--- src/rtl/tedff_pkg.sv ---
package tedff_pkg;

  // Saturating increment: returns v+1 unless v already equals lim.
  function automatic logic [31:0] sat_add1(input logic [31:0] v, input logic [31:0] lim);
    if (v >= lim) return lim;
    return v + 32'd1;
  endfunction

  // Per-bit mismatch between two register copies.
  function automatic logic [31:0] diff_mask(input logic [31:0] a, input logic [31:0] b);
    return a ^ b;
  endfunction

endpackage

--- src/rtl/tedff_cell.sv ---
module tedff_cell (
  input  logic clk,
  input  logic rst_n,
  input  logic d,
  input  logic cap_main,
  input  logic cap_shadow,
  input  logic fix,
  output logic q,
  output logic shadow
);
  logic main_q;
  logic shadow_q;

  always_ff @(posedge clk or negedge rst_n) begin
    if (!rst_n) begin
      main_q <= 1'b0;
    end else if (fix) begin
      main_q <= shadow_q;
    end else if (cap_main) begin
      main_q <= d;
    end
  end

  always_ff @(posedge clk or negedge rst_n) begin
    if (!rst_n) begin
      shadow_q <= 1'b0;
    end else if (cap_shadow) begin
      shadow_q <= d;
    end
  end

  assign q      = main_q;
  assign shadow = shadow_q;

  // correction loads the shadow copy
  a_r4_corrected: assert property (@(posedge clk) disable iff (!rst_n)
    fix |=> (main_q == $past(shadow_q)));

  // without capture or correction the main copy holds
  a_r2_hold: assert property (@(posedge clk) disable iff (!rst_n)
    (!cap_main && !fix) |=> (main_q == $past(main_q)));

endmodule

--- src/rtl/tedff_err_ctrl.sv ---
module tedff_err_ctrl #(
  parameter int WIDTH = 16
) (
  input  logic             clk,
  input  logic             rst_n,
  input  logic             cap_main,
  input  logic             cap_shadow,
  input  logic [WIDTH-1:0] main_vec,
  input  logic [WIDTH-1:0] shadow_vec,
  output logic             fix,
  output logic             err,
  output logic [WIDTH-1:0] err_bits,
  output logic             stall
);
  import tedff_pkg::*;

  logic             cmp_pending;
  logic [WIDTH-1:0] raw_diff;
  logic             err_q;
  logic             stall_q;
  logic [WIDTH-1:0] bits_q;

  always_ff @(posedge clk or negedge rst_n) begin
    if (!rst_n) cmp_pending <= 1'b0;
    else        cmp_pending <= cap_shadow;
  end

  assign raw_diff = cmp_pending
                  ? WIDTH'(diff_mask(32'(main_vec), 32'(shadow_vec)))
                  : '0;
  assign fix      = |raw_diff;

  always_ff @(posedge clk or negedge rst_n) begin
    if (!rst_n) begin
      err_q   <= 1'b0;
      stall_q <= 1'b0;
      bits_q  <= '0;
    end else begin
      err_q   <= fix;
      stall_q <= fix;
      bits_q  <= raw_diff;
    end
  end

  assign err      = err_q;
  assign stall    = stall_q;
  assign err_bits = bits_q;

  // input rule, the two strobes never coincide
  a_r3_strobes_exclusive: assert property (@(posedge clk) disable iff (!rst_n)
    !(cap_main && cap_shadow));

  // an error pulse carries a nonzero mask and lasts one cycle
  a_r5_mask_nonzero: assert property (@(posedge clk) disable iff (!rst_n)
    err |-> (err_bits != '0));
  a_r5_mask_quiet: assert property (@(posedge clk) disable iff (!rst_n)
    !err |-> (err_bits == '0));
  a_r5_single_pulse: assert property (@(posedge clk) disable iff (!rst_n)
    (err && !fix) |=> !err);

  // stall accompanies the error flag
  a_r6_stall_with_err: assert property (@(posedge clk) disable iff (!rst_n)
    stall |-> err);

endmodule

--- src/rtl/tedff_err_counter.sv ---
module tedff_err_counter #(
  parameter int CNT_W = 16
) (
  input  logic             clk,
  input  logic             rst_n,
  input  logic             hit,
  output logic [CNT_W-1:0] count
);
  import tedff_pkg::*;

  localparam logic [CNT_W-1:0] MAXV = '1;

  logic [CNT_W-1:0] cnt_q;

  always_ff @(posedge clk or negedge rst_n) begin
    if (!rst_n)   cnt_q <= '0;
    else if (hit) cnt_q <= CNT_W'(sat_add1(32'(cnt_q), 32'(MAXV)));
  end

  assign count = cnt_q;

  // the count moves only by one step
  a_r7_step: assert property (@(posedge clk) disable iff (!rst_n)
    (cnt_q != $past(cnt_q)) |-> (cnt_q == $past(cnt_q) + 1'b1));

  // no wrap at the top
  a_r7_no_wrap: assert property (@(posedge clk) disable iff (!rst_n)
    ($past(cnt_q) == MAXV) |-> (cnt_q == MAXV));

endmodule

--- src/rtl/tedff_stage.sv ---
module tedff_stage #(
  parameter int WIDTH = 16,
  parameter int CNT_W = 16
) (
  input  logic             clk,
  input  logic             rst_n,
  input  logic             cap_main,
  input  logic             cap_shadow,
  input  logic [WIDTH-1:0] d,
  output logic [WIDTH-1:0] q,
  output logic             err,
  output logic [WIDTH-1:0] err_bits,
  output logic             stall,
  output logic [CNT_W-1:0] err_count
);
  logic [WIDTH-1:0] main_vec;
  logic [WIDTH-1:0] shadow_vec;
  logic             fix;

  for (genvar i = 0; i < WIDTH; i++) begin : g_bit
    tedff_cell u_cell (
      .clk        (clk),
      .rst_n      (rst_n),
      .d          (d[i]),
      .cap_main   (cap_main),
      .cap_shadow (cap_shadow),
      .fix        (fix),
      .q          (main_vec[i]),
      .shadow     (shadow_vec[i])
    );
  end

  tedff_err_ctrl #(.WIDTH(WIDTH)) u_ctrl (
    .clk        (clk),
    .rst_n      (rst_n),
    .cap_main   (cap_main),
    .cap_shadow (cap_shadow),
    .main_vec   (main_vec),
    .shadow_vec (shadow_vec),
    .fix        (fix),
    .err        (err),
    .err_bits   (err_bits),
    .stall      (stall)
  );

  tedff_err_counter #(.CNT_W(CNT_W)) u_cnt (
    .clk   (clk),
    .rst_n (rst_n),
    .hit   (fix),
    .count (err_count)
  );

  assign q = main_vec;

  // the count never moves without an error pulse following
  a_r8_count_needs_err: assert property (@(posedge clk) disable iff (!rst_n)
    (err_count != $past(err_count)) |-> err);

endmodule

--- config.mk ---
export PLATFORM = sky130hd
export DESIGN_NAME = tedff_stage
export DESIGN_NICKNAME = d
export VERILOG_FILES = /design/src/rtl/tedff_pkg.sv /design/src/rtl/tedff_cell.sv /design/src/rtl/tedff_err_ctrl.sv /design/src/rtl/tedff_err_counter.sv /design/src/rtl/tedff_stage.sv
export SDC_FILE = /design/constraint.sdc
export NUM_CORES = 1
export LEC_CHECK = 0
export BUFFER_PORTS_ARGS = -buffer_cell sky130_fd_sc_hd__buf_2
export CAP_MARGIN = 20
export CORE_AREA = 5 5 92 94
export CTS_CLUSTER_SIZE = 12
export DETAILED_ROUTE_END_ITERATION = 7
export DIE_AREA = 0 0 97 99
export SYNTH_ARGS = -nofsm -noshare
export SYNTH_HDL_FRONTEND = slang
export SYNTH_HIERARCHICAL = 1
export SYNTH_SLANG_ARGS = --single-unit
--- constraint.sdc ---
create_clock -name clk -period 2.9 [get_ports clk]
set_input_delay 0.29 -clock clk [delete_from_list [all_inputs] [get_ports clk]]
set_output_delay 0.29 -clock clk [all_outputs]
set_load 0.05 [all_outputs]
Word-level counts from Yosys, hierarchy flattened
Cells that the tools add are included.
{"block": "word_totals", "inputBits": 20, "ramBits": 0, "elab_cells": 78, "mem_bits_ro": 0, "latchBits": 0, "out_inout_bits": 50, "memories": 0, "regBits": 66}
{"block": "classes", "bitwise": 1, "eq_ne": 0, "n_mux": 37, "div": 0, "reduce_logical": 2, "magnitude_cmp": 1, "n_mul": 0, "n_addsub": 1, "shift": 0}
{"op": "two-way mux 16 bit", "count": 3}
{"op": "two-way mux 1 bit", "count": 34}
{"op": "adder 16 x 1 -> 16 bit, second input constant", "count": 1}
{"op": "greater-or-equal comparator 16 bit, second input constant", "count": 1}
{"op": "OR reduction 16 bit", "count": 1}
{"op": "XOR 16 bit", "count": 1}
{"op": "nonzero test 2 bit", "count": 1}

Depth between registers and ports, before layout
Gate-level depths: netlist of run 1.
{"block": "depth", "ltp_word": 5, "mapped_depth": 10, "depth_no_buf": 8}

By module
Netlist of run 1, hierarchy kept.
{"module": "tedff_cell", "area_each_um2": 83.8, "n_inst": 16, "cells_each": 6, "seq_area_each_um2": 50.0}
{"module": "tedff_err_counter", "area_each_um2": 827.0, "n_inst": 1, "cells_each": 79, "seq_area_each_um2": 400.4}
{"module": "tedff_err_ctrl", "area_each_um2": 755.7, "n_inst": 1, "cells_each": 58, "seq_area_each_um2": 450.4}

Worst setup path before layout of run 1
No wires, ideal clock.
{"block": "synth_path", "path_type": "flip-flop to flip-flop", "from": "register g_bit[15].u_cell.main_q", "to": "register u_cnt.cnt_q[14], in the netlist u_cnt/count[14]", "slack_ns": -0.005, "stages_incl_launch_ff": 10, "arrival_ns": 2.756, "required_ns": 2.751, "synth_period_minus_slack_ns": 2.905, "path_buffers": 1, "setup_ns": 0.149, "path_cell_list": "dfrtp_1 xor2_1 nor4_1 a21boi_0 nand3b_1 buf_4 nand4_4 nor4_4 and4b_1 a21oi_1"}
{"block": "synth_via", "elab_chain_cells": 3}
{"element": "start: declaration", "line_no": "tedff_cell.sv:11", "rtl": "logic main_q;"}
{"element": "start signal: assignment", "line_no": "tedff_cell.sv:18", "rtl": "main_q <= shadow_q;"}
{"element": "XOR 16 bit", "line_no": "tedff_pkg.sv:11", "rtl": "return a ^ b;"}
{"element": "two-way mux 16 bit", "line_no": "tedff_err_ctrl.sv:29", "rtl": "? WIDTH'(diff_mask(32'(main_vec), 32'(shadow_vec)))"}
{"element": "OR reduction 16 bit", "line_no": "tedff_err_ctrl.sv:31", "rtl": "assign fix = |raw_diff;"}
{"element": "via fix", "line_no": "tedff_stage.sv:18", "rtl": "logic fix;"}
{"element": "end signal: assignment", "line_no": "tedff_err_counter.sv:17", "rtl": "else if (hit) cnt_q <= CNT_W'(sat_add1(32'(cnt_q), 32'(MAXV)));"}
{"element": "end: declaration", "line_no": "tedff_err_counter.sv:13", "rtl": "logic [CNT_W-1:0] cnt_q;"}
The timed path passes the listed nets, and every way through them passes these cells.
A chain may end at the register's enable or synchronous reset.

Worst setup path in the final report of run 1
{"block": "layout_path", "from": "register g_bit[15].u_cell.shadow_q", "to": "register u_cnt.cnt_q[10], in the netlist u_cnt/count[10]"}
{"block": "layout_via", "elab_chain_cells": 3}
{"element": "start: declaration", "line_no": "tedff_cell.sv:12", "rtl": "logic shadow_q;"}
{"element": "start signal: assignment", "line_no": "tedff_cell.sv:26", "rtl": "shadow_q <= 1'b0;"}
{"element": "start signal: assignment", "line_no": "tedff_cell.sv:28", "rtl": "shadow_q <= d;"}
{"element": "XOR 16 bit", "line_no": "tedff_pkg.sv:11"}
{"element": "two-way mux 16 bit", "line_no": "tedff_err_ctrl.sv:29"}
{"element": "OR reduction 16 bit", "line_no": "tedff_err_ctrl.sv:31"}
{"element": "via fix", "line_no": "tedff_stage.sv:18"}
The timed path passes the listed nets, and every way through them passes these cells.

==> reports/metrics.yaml, run 1 <==
outcome:
  outcome: "completed"
pwr:
  power.leakage_nw: 1.82
  p_per_area_mw_per_mm2: 835
  ir_drop_v: 0.000445
critical_path:
  path_cells: "xor2_1 -> nor4_1 -> a21boi_0 -> nand3b_1 -> nand4_4 -> nor4_4 -> nand2_2 -> nand2_1"
  critPathCaptureType: "flop"
  worstSetupPathType: "reg -> reg"
  crit_path_max_fanout: 14
  worstSetupStartpointType: "flop"
  critical_path.max_stage_delay_ns: 0.41
  cpMaxStageDelayCell: "sky130_fd_sc_hd__dfrtp_1"
  cpLargestDelayFamily: "simple AND/OR/NAND/NOR gates"
  critical_path_arrival_ns: 2.47
  crit_required_ns: 3.17
  worst-path-buf-inv: 0
layout:
  area_used_by_multi_input_combinational_logic_mm2: 0.00124
  final-instance-count-excl-fill: 420
  nFillCells: 724
  postLayoutCoreUtil: 0.477
  final_area_mm2: 0.00361
  antennaDiodeCount: 0
  regArea_mm2: 0.00166
  syn_to_final_growth_pct: 23.3
  finish.net_count: 334
  post_route_cells_drive_above_1_share: 0.358
placed_design:
  globalplace.congestion: 0.780
  placed_instance_count: 403
  place_hpwl_um: 4290
  port-buffer-count: 69
  dpl_cell_area_mm2: 0.00339
global_route:
  maximum_number_of_pins_on_one_net_before_global_route_repair: 37
  grt_overflow: 0
  antenna_violations_before_repair: 1
  grt_util_all_layers: 0.137
  grt_pass1_vias: 2030
  first_pass_grt_wire_length_um: 10400
route:
  ant_nets: 0
  drt-total-wl_um: 6170
  drt_first_pass_iters: 4
  via_count: 2001
  post_drt_wl_per_cell_um: 14.7
  drt-initial-drc-count: 60
  via_per_inst: 4.76
  drt_drc_violations_left: 0
logic_synthesis:
  synth-edff-count: 0
  yosys.cell_count.top_type: "sky130_fd_sc_hd__dfrtp_1"
  ys_dominant_reg_cell: "sky130_fd_sc_hd__dfrtp_1"
  synthDominantAreaCellType: "sky130_fd_sc_hd__dfrtp_1"
  yosys.cell_types.count: 33
  share_of_yosys_cell_area_claimed_by_the_top_area_cell_type: 0.565
  yosysWarningCount: 6
  synth_top_cells_by_area: "sky130_fd_sc_hd__dfrtp_1 (56%), sky130_fd_sc_hd__mux2_4 (8.2%), sky130_fd_sc_hd__mux2i_1 (5.8%)"
  synthesis.nets: 254
  syn_area_per_cell_um2: 12.5
  syn_area_mm2: 0.00292
  postSynthRegisterBits: 66
  yosys-top-cells-count: "sky130_fd_sc_hd__dfrtp_1 (66), sky130_fd_sc_hd__nand2_1 (35), sky130_fd_sc_hd__xor2_1 (19)"
  synth.yosys.seq_area_share: 0.565
  asyncSetResetFlopFracSynth: 1.00
  postSynthCellCount: 233
sta:
  worst-slew-pin-transition_ns: 0.573
  setup_viol: 0
  period_needed_ns: 2.21
  setup_total_negative_slack_ns: 0
  max-slew-margin-rel: 0.618
  fin_worst_skew_ns: 0.0111
  finalMaxSlewViolations: 0
  post-route-period-util: 0.762
  fmax_mhz: 453
  rsz0062_at_grt: "no"
  hold_violations: 0
clock_tree:
  cts_inserted_buffers: 9
  clock_insertion_delay_worst_skew_ns: 0.34
  htree_num_levels: 3
  number_of_buffers_on_the_longest_clock_path: 2
  cts.sink_count: 66
  clockRootBuffer: "sky130_fd_sc_hd__clkbuf_8"
  clkTransAtPathRegs_ns: 0.08
  cts_tree: "done"
floorplanning:
  die-area_mm2: 0.00960
  chipHeight_um: 99
  floorplan.core_area_mm2: 0.00757
  die_x_um: 97
  initial_core_util: 0.386
  io_pins: 70
  rows: 32
worst_hold_path:
  holdCritPathClass: "in -> reg"
run:
  cap_viol_max_count: 0
logic make-up (layout without fill, tap and decap cells):
| group | count (synthesis) | count (layout) | share of synthesized area |
|---|---|---|---|
| flip-flops | 66 | 66 | 0.565 |
| adder cells (fa/ha/maj) | 1 | 1 | 0.00428 |
| buffers and inverters | 5 | 90 | 0.0120 |
| AO/OA/AOI/OAI | 20 | 20 | 0.0364 |
| multiplexers | 33 | 33 | 0.140 |
| XOR/XNOR | 29 | 29 | 0.0869 |
| AND/OR/NAND/NOR | 79 | 79 | 0.155 |
stage by stage:
stage	hold slack (ns)	worst slack [ns]	power, W
6_report	0.195	0.692	0.00301
5_1_grt	0.179	0.493	0.00317
4_1_cts	0.174	0.638	0.00305
3_5_place_dp	0.180	0.659	0.00226
3_3_place_gp	0.186	0.699	0.00225
2_1_floorplan	-0.00559	0.00805	0.00198
power breakdown:
group	switching (W)	leakage, nW	internal, W
combinational	0.000711	0.919	0.000286
sequential	0.000160	0.809	0.00107
clock	0.000361	0.0945	0.000420
total	0.00123	1.82	0.00178
final cells by class:
cell class                 instances  area share
clock buffer                      10      0.0382
clock inverter                     6      0.0184
inverter                           1     0.00104
multi-input combinational        162       0.343
sequential                        66       0.459
tap                              102      0.0354
timing repair buffer              73       0.105
cell usage in the layout, fill, tap and decap left out, drive strengths merged, types with 2 or more instances in the layout:
cell type	instances
nand4	5
clkinvlp	3
clkinv	2
dfrtp	66
and2	16
buf	72
nor4	8
xnor2	10
mux2	16
xor2	19
nand3	4
nor2	3
clkbuf	10
mux2i	17
nor3	2
o21ai	16
nand2	36
sequential cells by signal, summed over array words and instances, names as in the netlist:
signal and count:
g_bit.u_cell/q 16, g_bit.u_cell/shadow 16, u_cnt/count 16, u_ctrl/cmp_pending 1, u_ctrl/err_bits 16, u_ctrl/stall 1
layer usage:
metal	part of all wire	wire length (µm)	vias up	GRT usage
met1	0.48	2970	969	0.185
met3	0.068	419	9	0.0559
li1	-	-	962	-
met5	0.0018	11	-	0
met2	0.44	2690	59	0.204
met4	0.013	79	2	0.0389
timing repair:
item | 4_1_cts | 5_1_grt
hold endpoints to repair | 10 | 0
hold buffers | 1 | 0
gates resized for setup | 0 | 0
buffers inserted | 0 | 0
final timing paths:
check / startpoint / to / depth (start not counted) / slack [ns]
max reg2reg: g_bit[15].u_cell/shadow / u_cnt/count[10] / 8 / 0.69
max: g_bit[15].u_cell/shadow / u_cnt/count[10] / 8 / 0.69
min: d[5] / g_bit[5].u_cell/shadow / 2 / 0.20
min in group asynchronous: rst_n / u_cnt/count[5] / 2 / 0.36
max in group asynchronous: rst_n / g_bit[15].u_cell/q / 3 / 1.88
min reg2reg: u_cnt/count[14] / u_cnt/count[14] / 1 / 0.54
Note: power is estimated with default switching activity, not from simulation.
==> run 2: changes to the inputs <==
Settings changed: ABC_AREA set to 1, CORE_AREA 5 5 92 94 to 5 5 96 98, DIE_AREA 0 0 97 99 to 0 0 101 103.
Clock period 2.9 ns to 1.9 ns, I/O delays scaled along.
==> run 2 against run 1 <==
Hold slack lost 0.095 ns. Total power is 39% higher. Clock power is 36% higher. Critical path depth is 5 higher. Register-to-register slack worse by 0.64 ns. Count of clock-buffer cells in the layout rose by 3. Global-route usage increased by 1.1 points. Cell count rose by 48%. Die area grew 8.3%. Utilization grew 1.1 points. Fmax increased by 20%. Cell area is 13% higher. Largest power group unchanged. Highest routed layer is now met4.
==> reports/metrics.yaml, run 2 <==
critical_path:
  critPathCaptureType: "flop"
  reg2reg_path_depth: 13
  worstSetupPathType: "reg -> reg"
  worstSetupStartpointType: "flop"
  crit_path_max_fanout: 7
  crit_required_ns: 2.12
  critical_path_arrival_ns: 2.07
logic_synthesis:
  synthesis.nets: 442
  yosysWarningCount: 6
  postSynthRegisterBits: 66
  yosys-top-cells-count: "sky130_fd_sc_hd__nand2_1 (127), sky130_fd_sc_hd__inv_1 (80), sky130_fd_sc_hd__dfrtp_1 (66)"
  synth-edff-count: 0
  syn_area_per_cell_um2: 7.65
  synth_top_cells_by_area: "sky130_fd_sc_hd__dfrtp_1 (51%), sky130_fd_sc_hd__nand2_1 (15%), sky130_fd_sc_hd__inv_1 (9.3%)"
  asyncSetResetFlopFracSynth: 1.00
  synth.yosys.seq_area_share: 0.513
  share_of_yosys_cell_area_claimed_by_the_top_area_cell_type: 0.513
  synthDominantAreaCellType: "sky130_fd_sc_hd__dfrtp_1"
  yosys.cell_count.top_type: "sky130_fd_sc_hd__nand2_1"
  syn_area_mm2: 0.00322
  yosys.cell_types.count: 24
  postSynthCellCount: 421
  ys_dominant_reg_cell: "sky130_fd_sc_hd__dfrtp_1"
clock_tree:
  clkTransAtPathRegs_ns: 0.07
  number_of_buffers_on_the_longest_clock_path: 2
  cts_tree: "done"
  clock_insertion_delay_worst_skew_ns: 0.33
  clockRootBuffer: "sky130_fd_sc_hd__clkbuf_8"
  htree_num_levels: 3
  cts.sink_count: 66
  cts_inserted_buffers: 9
route:
  post_drt_wl_per_cell_um: 12.0
  drt_first_pass_iters: 4
  drt_drc_violations_left: 0
  drt-total-wl_um: 7440
  via_count: 2785
  ant_nets: 0
  via_per_inst: 4.48
  drt-initial-drc-count: 118
floorplanning:
  initial_core_util: 0.384
  rows: 34
  die_x_um: 101
  io_pins: 70
  die-area_mm2: 0.0104
  floorplan.core_area_mm2: 0.00838
  chipHeight_um: 103
sta:
  post-route-period-util: 0.972
  whs_ns: 0.100
  worst-slew-pin-transition_ns: 0.683
  setup_viol: 0
  fin_worst_skew_ns: 0.0111
  rsz0062_at_grt: "yes"
  period_needed_ns: 1.85
  max-slew-margin-rel: 0.541
  fmax_mhz: 541
  hold_violations: 0
  finalMaxSlewViolations: 0
global_route:
  maximum_number_of_pins_on_one_net_before_global_route_repair: 54
  grt_overflow: 0
  grt_pass1_vias: 2495
  antenna_violations_before_repair: 0
  first_pass_grt_wire_length_um: 12100
  grt_util_all_layers: 0.148
outcome:
  outcome: "completed"
layout:
  layout_common_cells: "sky130_fd_sc_hd__nand2_1 (119), sky130_fd_sc_hd__inv_1 (80), sky130_fd_sc_hd__buf_2 (69)"
  syn_to_final_growth_pct: 26.9
  post_route_cells_drive_above_1_share: 0.304
  finish.net_count: 530
  postLayoutCoreUtil: 0.487
  nFillCells: 843
  antennaDiodeCount: 0
  leading_cell_type_in_the_layout_fill_and_taps_excluded: "sky130_fd_sc_hd__nand2_1"
worst_hold_path:
  worstHoldPathCells: 3
  holdCritPathClass: "in -> reg"
pwr:
  power.leakage_nw: 2.35
  p_per_area_mw_per_mm2: 1030
  ir_drop_v: 0.000528
  overall_power_w: 0.00419
placed_design:
  place_hpwl_um: 5200
  port-buffer-count: 69
  globalplace.congestion: 0.872
run:
  cap_viol_max_count: 0
run 2: cell types whose count changed in the layout (fill, tap and decap cells not counted), moves of 17 or more:
cell,delta
sky130_fd_sc_hd__nand3_1,+21
sky130_fd_sc_hd__nand2_1,+84
sky130_fd_sc_hd__inv_1,+79
sky130_fd_sc_hd__nor2_2,+17
sky130_fd_sc_hd__mux2i_1,-17
sky130_fd_sc_hd__nor2_1,+46
run 2: worst max-delay path, cell delays in order (launching register included):
cell and delay [ns]:
sky130_fd_sc_hd__dfrtp_1 0.40, sky130_fd_sc_hd__buf_6 0.17, sky130_fd_sc_hd__buf_6 0.10, sky130_fd_sc_hd__nand2_2 0.04, sky130_fd_sc_hd__nor2_2 0.08, sky130_fd_sc_hd__nor2_1 0.06
sky130_fd_sc_hd__nand2_1 0.07, sky130_fd_sc_hd__nor2_2 0.05, sky130_fd_sc_hd__nand2_4 0.11, sky130_fd_sc_hd__nand4_4 0.13, sky130_fd_sc_hd__nor2_4 0.17, sky130_fd_sc_hd__buf_12 0.13
sky130_fd_sc_hd__xor2_1 0.15, sky130_fd_sc_hd__nand2_1 0.07
run 2: cell families (layout without fill, tap and decap cells):
group	after synthesis	in the layout	share of synthesized area
adders and majority gates	1	1	0.00389
DFF	66	66	0.513
and+or+nand+nor	242	243	0.325
AOI/OAI and AO/OA	24	24	0.0381
xor gates and xnor gates	4	4	0.0109
buffers and inverters	84	176	0.109
run 2: per-layer routing:
layer | GRT usage | share of wire | vias up
li1 | - | - | 1434
met1 | 0.207 | 0.48 | 1278
met2 | 0.221 | 0.44 | 71
met3 | 0.0460 | 0.072 | 2
met4 | 0.0460 | 0.0016 | 0
met5 | 0 | 0 | -
run 2: area by class of cell:
class	instances	area [µm²]	share of cell area
Multi-Input combinational cell	272	1340	0.327
Timing Repair Buffer	80	467	0.114
Sequential cell	66	1670	0.409
Clock inverter	3	15.0	0.00368
Inverter	80	300	0.0735
Tap cell	108	135	0.0331
Clock buffer	13	159	0.0389
run 2: per-stage QoR:
stage / TNS (ns) / cell area, µm² / instances / worst slack (ns)
2_1_floorplan: -0.0860 / 3260 / 421 / -0.0166
3_3_place_gp: -0.000343 / 3740 / 599 / -0.000343
3_5_place_dp: -0.0123 / 3740 / 599 / -0.0123
4_1_cts: 0 / 3930 / 616 / 0.000887
5_1_grt: -0.515 / 4090 / 622 / -0.0472
6_report: 0 / 4090 / 622 / 0.0532
run 2: path summary, 6_finish.rpt:
check                                       start                      end  slack [ns]
max                            u_ctrl/cmp_pending           u_cnt/count[8]        0.05
min                                         d[13]  g_bit[13].u_cell/shadow        0.10
max reg2reg                    u_ctrl/cmp_pending           u_cnt/count[8]        0.05
min reg2reg                g_bit[0].u_cell/shadow        g_bit[0].u_cell/q        0.51
max in group asynchronous                   rst_n       g_bit[14].u_cell/q        0.96
min in group asynchronous                   rst_n           u_cnt/count[7]        0.30
run 2: timing repair:
action / 4_1_cts / 5_1_grt
pin swaps: 0 / 8
endpoints found under the hold margin: 13 / 0
endpoints found under the setup margin: 2 / 32
cloned: 0 / 1
resized for setup: 1 / 31
hold buffers: 1 / 0
setup buffers: 0 / 5
run 2: power breakdown:
| group | switching (W) | total (W) | internal, W | leakage (nW) |
|---|---|---|---|---|
| Combinational | 0.000968 | 0.00135 | 0.000380 | 1.48 |
| Sequential | 0.000200 | 0.00179 | 0.00159 | 0.776 |
| Clock | 0.000516 | 0.00106 | 0.000540 | 0.0932 |
